File: config.mk
export PLATFORM = sky130hd
export DESIGN_NAME = wdt_guard
export DESIGN_NICKNAME = d
export VERILOG_FILES = /design/src/rtl/wdt_pkg.sv /design/src/rtl/wdt_window.sv /design/src/rtl/wdt_ctrl_reg.sv /design/src/rtl/wdt_period_sel.sv /design/src/rtl/wdt_count.sv /design/src/rtl/wdt_guard.sv
export SDC_FILE = /design/constraint.sdc
export NUM_CORES = 1
export LEC_CHECK = 0
export BUFFER_PORTS_ARGS = -buffer_cell sky130_fd_sc_hd__buf_2
export CAP_MARGIN = 20
export CORE_MARGIN = 1.5
export CORE_UTILIZATION = 45
export DETAILED_ROUTE_END_ITERATION = 6
export PLACE_DENSITY_LB_ADDON = 0.12
export REMOVE_ABC_BUFFERS = 1
export SETUP_SLACK_MARGIN = 0.5
export SLEW_MARGIN = 20
export SYNTH_ARGS = -nofsm -noshare
export SYNTH_HDL_FRONTEND = slang
export SYNTH_HIERARCHICAL = 1
export SYNTH_SLANG_ARGS = --single-unit
File: constraint.sdc
create_clock -name clk -period 2.3 [get_ports clk]
set_clock_uncertainty 0.2 [all_clocks]
set_input_delay 0.115 -clock clk [delete_from_list [all_inputs] [get_ports clk]]
set_output_delay 0.115 -clock clk [all_outputs]
set_load 0.05 [all_outputs]
File: src/rtl/wdt_pkg.sv
package wdt_pkg;
  localparam int PS_W     = 3;
  localparam int CTRL_W   = PS_W + 2;
  localparam int TOE_BIT  = PS_W + 1;
  localparam int EN_BIT   = PS_W;

  typedef struct packed {
    logic            toe;
    logic            en;
    logic [PS_W-1:0] ps;
  } wdt_ctrl_t;
endpackage

File: src/rtl/wdt_window.sv
module wdt_window #(
  parameter int WIN = 4
) (
  input  logic clk,
  input  logic rst,
  input  logic arm,
  output logic open
);
  localparam int LW = $clog2(WIN + 2);

  logic [LW-1:0] left;

  always_ff @(posedge clk) begin
    if (rst)              left <= '0;
    else if (arm)         left <= LW'(WIN);
    else if (left != '0)  left <= left - 1'b1;
  end

  assign open = (left != '0);

  // independent span counter: cycles elapsed since the last arm
  logic [LW-1:0] span;
  always_ff @(posedge clk) begin
    if (rst)                   span <= LW'(WIN + 1);
    else if (arm)              span <= '0;
    else if (span != LW'(WIN + 1)) span <= span + 1'b1;
  end

  assert_window_len_R3: assert property (@(posedge clk) disable iff (rst)
    open |-> (span < LW'(WIN)));
  assert_window_opens_R2: assert property (@(posedge clk) disable iff (rst)
    arm |=> open);
  assert_window_stays_shut_R3: assert property (@(posedge clk) disable iff (rst)
    (!open && !arm) |=> !open);
endmodule

File: src/rtl/wdt_ctrl_reg.sv
module wdt_ctrl_reg
  import wdt_pkg::*;
#(
  parameter int WIN = 4
) (
  input  logic              clk,
  input  logic              rst,
  input  logic              wr_en,
  input  logic [CTRL_W-1:0] wr_data,
  output wdt_ctrl_t         ctrl
);
  logic            en_q;
  logic [PS_W-1:0] ps_q;
  logic            open;
  logic            arm;

  assign arm = wr_en && wr_data[TOE_BIT] && wr_data[EN_BIT];

  wdt_window #(.WIN(WIN)) u_window (
    .clk  (clk),
    .rst  (rst),
    .arm  (arm),
    .open (open)
  );

  always_ff @(posedge clk) begin
    if (rst) begin
      en_q <= 1'b0;
      ps_q <= '0;
    end else if (wr_en) begin
      ps_q <= wr_data[PS_W-1:0];
      if (wr_data[EN_BIT])  en_q <= 1'b1;
      else if (open)        en_q <= 1'b0;
    end
  end

  assign ctrl.toe = open;
  assign ctrl.en  = en_q;
  assign ctrl.ps  = ps_q;

  assert_unlock_sets_R2: assert property (@(posedge clk) disable iff (rst)
    arm |=> (ctrl.en && ctrl.toe));
  assert_disable_in_window_R4: assert property (@(posedge clk) disable iff (rst)
    (open && wr_en && !wr_data[EN_BIT]) |=> !ctrl.en);
  assert_locked_en_R5: assert property (@(posedge clk) disable iff (rst)
    (en_q && !open && wr_en && !wr_data[EN_BIT]) |=> ctrl.en);
  assert_code_stored_R1: assert property (@(posedge clk) disable iff (rst)
    wr_en |=> (ctrl.ps == $past(wr_data[PS_W-1:0])));
endmodule

File: src/rtl/wdt_period_sel.sv
module wdt_period_sel
  import wdt_pkg::*;
#(
  parameter int BASE_SHIFT = 14,
  parameter int CNT_W      = BASE_SHIFT + (1 << PS_W) - 1
) (
  input  logic [PS_W-1:0]  ps,
  output logic [CNT_W-1:0] limit
);
  localparam int NCODE = 1 << PS_W;

  logic [CNT_W-1:0] lims [NCODE];

  for (genvar k = 0; k < NCODE; k++) begin : g_lim
    assign lims[k] = CNT_W'((64'd1 << (BASE_SHIFT + k)) - 64'd1);
  end

  assign limit = lims[ps];
endmodule

File: src/rtl/wdt_count.sv
module wdt_count #(
  parameter int CNT_W = 21
) (
  input  logic             clk,
  input  logic             rst,
  input  logic             en,
  input  logic             tick,
  input  logic             svc,
  input  logic [CNT_W-1:0] limit,
  output logic             req
);
  logic [CNT_W-1:0] cnt;

  always_ff @(posedge clk) begin
    if (rst) begin
      cnt <= '0;
      req <= 1'b0;
    end else begin
      req <= 1'b0;
      if (svc) begin
        cnt <= '0;
      end else if (en && tick) begin
        if (cnt >= limit) begin
          cnt <= '0;
          req <= 1'b1;
        end else begin
          cnt <= cnt + 1'b1;
        end
      end
    end
  end

  assert_req_single_R10: assert property (@(posedge clk) disable iff (rst)
    req |=> !req);
  assert_svc_wins_R8: assert property (@(posedge clk) disable iff (rst)
    svc |=> (cnt == '0 && !req));
  assert_hold_R7: assert property (@(posedge clk) disable iff (rst)
    (!svc && !(en && tick)) |=> ($stable(cnt) && !req));
  assert_expiry_zero_R10: assert property (@(posedge clk) disable iff (rst)
    req |-> (cnt == '0));
endmodule

File: src/rtl/wdt_guard.sv
module wdt_guard
  import wdt_pkg::*;
#(
  parameter int BASE_SHIFT = 14,
  parameter int WIN        = 4
) (
  input  logic              clk,
  input  logic              rst,
  input  logic              tick_en,
  input  logic              svc,
  input  logic              wr_en,
  input  logic [CTRL_W-1:0] wr_data,
  output logic [CTRL_W-1:0] rd_data,
  output logic              wdt_rst_req
);
  localparam int CNT_W = BASE_SHIFT + (1 << PS_W) - 1;

  wdt_ctrl_t        ctrl;
  logic [CNT_W-1:0] limit;

  wdt_ctrl_reg #(.WIN(WIN)) u_ctrl (
    .clk     (clk),
    .rst     (rst),
    .wr_en   (wr_en),
    .wr_data (wr_data),
    .ctrl    (ctrl)
  );

  wdt_period_sel #(.BASE_SHIFT(BASE_SHIFT), .CNT_W(CNT_W)) u_sel (
    .ps    (ctrl.ps),
    .limit (limit)
  );

  wdt_count #(.CNT_W(CNT_W)) u_count (
    .clk   (clk),
    .rst   (rst),
    .en    (ctrl.en),
    .tick  (tick_en),
    .svc   (svc),
    .limit (limit),
    .req   (wdt_rst_req)
  );

  assign rd_data = ctrl;

  assert_reset_clears_R11: assert property (@(posedge clk)
    rst |=> (rd_data == '0 && !wdt_rst_req));
endmodule

==> metrics <==
run status=finished with violations; violated checks=negative setup slack; Vias=around 1.6k; DRT Wirelength=3.98 mm; fin crit share=1.10; syn avg cell area=slightly above 8 µm²; synth cell count leaders=nor2_1 (33), dfxtp_1 (29), inv_1 (28); Worst Hold Class=input pin to flop; critical path class=flop to flop; Cell Area, Synth=2000 µm²; Sw Ratio=0.297; deepest clock path buffer count=2; number of synthesis warnings=6; port buffer count=15; Final Slew Violations=0; Worst R2R Path Depth=9; first-pass iteration count of the detailed router=4; crit end category=flop; dpl cells=323; logic gate share of total power=0.260; area leader, netlist=dfxtp_1; Die Span Y=around 70 µm; largest net degree at the start of global routing=17; Num CTS Buffers=5; row count=24; top cells by area, synth=dfxtp_1 (29%), ha_1 (16%), buf_4 (6.4%); post-layout min period=about 2500 ps; reg-to-reg startpoint=u_ctrl/ps_q[1]; Net Switching=about 0.38 mW; die width=69.7 µm; CTS tree=yes; VDD IR-drop max=~250 µV; initial antenna violation count=0; gr ovfl total=0; hold path cells=3; synth-to-layout area growth=27.0%; Distinct cells, synth=slightly above 40; Initial Util=0.463; EDFF count, synth=0; CP arrival=around 2500 ps; vias per cell=around 4.8; Total Power=1.29 mW; Seq pwr share=0.418; LEAKAGE=between 1 and 1.5 nW; Yosys reg bits=29; drt drc=0; Non-Filler Instances=344; H-tree depth reported by CTS=2; CP max stage cell=or4_4; CTS Root Cell=clkbuf_8; clock slew at reported path FFs=60 ps; R2R Path End=u_count/cnt[20]; die footprint=4860 µm²; CP max stage delay=560 ps; Final Wtd Congestion=between 0.7 and 0.8; most numerous cell in the Yosys netlist=nor2_1; clock power share=0.322; Core ar.=between 4000 and 5000 µm²; Setup TNS=-3790 ps; Final setup viols=19; Critical Path Source Type=flop; worst setup margin=-236 ps; Post-synth ARST share=0; RSZ-0062 raised after global routing=yes; WL/cell=about 12 µm; share of post-route cells with drive strength above 1=0.243; Clock Latency Late Sink=270 ps; crit path launch=u_ctrl/ps_q[1]; critical path required time=roughly 2300 ps; GRT Total Usage=0.170; CP max FO=8; clock sinks=29; number of global-route vias before repair=around 1.6k; I/O pin count=16; initial DRC count=41; max_cap viols=0; pwr/cell area=507 nW/µm²; CP cell instances=and3_4 > inv_2 > ha_4 > nand4_1 > or4_4 > o211a_1 > o21ai_4 > clkbuf_16 > nor2_1; antenna cells=0; Reg2Reg Setup Slack=-240 ps; Seq/Total Area, Yosys=0.290; most common flop cell mapped by yosys=dfxtp_1; remaining antenna violation count=0; Mapped Cells=roughly 250; top-area cell type share of the netlist area=0.290; fin nets=approximately 330; wire length of the first global-routing pass=approximately 6.6 mm; final hold violations=0; Worst Setup EP=u_count/cnt[20]; achievable frequency=between 0.3 and 0.4 GHz; DPL Wire Length=~2.8 mm; cell internal pwr=about 0.90 mW
==> cell type report <==
cell class | instances | area, µm²
sequential | 29 | 592
timing repair buffer | 45 | 369
tap | 52 | 65.1
fill | 398 | 1780
inverter | 29 | 109
multi-input combinational | 182 | 1320
clock buffer | 7 | 86.3
==> stage by stage <==
| step | area [µm²] | hold WS, ps | utilization | setup WS, ps |
|---|---|---|---|---|
| 3_3_place_gp | 2170 | 163 | 0.503 | -300 |
| 4_1_cts | 2390 | 20.6 | 0.552 | -209 |
| 5_1_grt | 2540 | 30.0 | 0.588 | -342 |
| 3_5_place_dp | 2170 | 159 | 0.503 | -350 |
| 2_1_floorplan | 1900 | -22.6 | - | -618 |
| 6_report | 2540 | 22.3 | 0.588 | -236 |
==> registers in the layout (all words and copies together) (netlist names) <==
name / flops
u_count/cnt: 21
u_ctrl/en_q: 1
u_count/req: 1
u_ctrl/u_window/left: 3
u_ctrl/ps_q: 3
==> layout by cell type (no fill, tap or decap), types with 3 or more instances in the layout <==
master         instances
a21oi_1                7
and2_1                 3
and3_1                 3
buf_2                 14
buf_4                 16
buf_6                  3
clkbuf_8               6
conb_1                14
dfxtp_1               26
dfxtp_4                3
dlygate4sd3_1         10
ha_1                  21
ha_4                   4
inv_1                 25
inv_2                  4
mux2i_1                4
nand2_1               20
nand3_1                6
nand4_1                7
nor2_1                29
nor2_4                 3
nor3_1                 5
o21ai_0                6
xnor2_1                7
xor2_1                11
==> cells by family (layout without fill, tap and decap cells) <==
group	after synthesis	count (layout)	synth area share
multiplexers	4	4	0.0200
XOR/XNOR	18	18	0.0787
AO/OA/AOI/OAI	31	31	0.110
AND/OR/NAND/NOR	90	90	0.214
buffers and inverters	48	81	0.129
adder cells (fa/ha/maj)	25	25	0.156
other	1	14	0.00187
flip-flops	29	29	0.290
==> critical path, delay by kind of cell, from the launching register on <==
family,cells,cell delay [ps]
flip-flops,1,370
buffers and inverters,2,230
AO/OA/AOI/OAI,2,480
adder cells (fa/ha/maj),1,250
AND/OR/NAND/NOR,4,910
==> power groups by stage <==
stage	clock, mW	sequential [mW]	combinational (mW)
floorplan	0	0.566	0.196
finish	0.415	0.539	0.335
global placement	0	0.551	0.282
detailed placement	0	0.551	0.283
global route	0.452	0.543	0.373
CTS	0.424	0.540	0.304
==> per-layer routing <==
| metal | vias up | track usage | wire (µm) |
|---|---|---|---|
| met2 | 15 | 0.290 | 1930 |
| li1 | 882 | - | - |
| met1 | 743 | 0.209 | 1930 |
| met3 | 2 | 0.0480 | 94 |
| met4 | 0 | 0.0513 | 29 |
| met5 | - | 0 | 0 |
==> timing repair <==
action,CTS,global route
hold endpoints to repair,10,0
pin swaps,4,12
gates resized for setup,9,28
endpoints found under the setup margin,22,23
setup buffers,2,1
gates cloned,0,1
hold buffers,10,0
==> worst min-delay path by stage <==
stage	from	end
finish	wr_data[4]	u_ctrl/u_window/left[1]
global route	wr_data[4]	u_ctrl/u_window/left[1]
CTS	wr_data[4]	u_ctrl/u_window/left[1]
detailed placement	wr_data[2]	u_ctrl/ps_q[2]
global placement	wr_data[0]	u_ctrl/ps_q[0]
floorplan	rst	u_ctrl/en_q
Note: power is estimated with default switching activity, not from simulation.
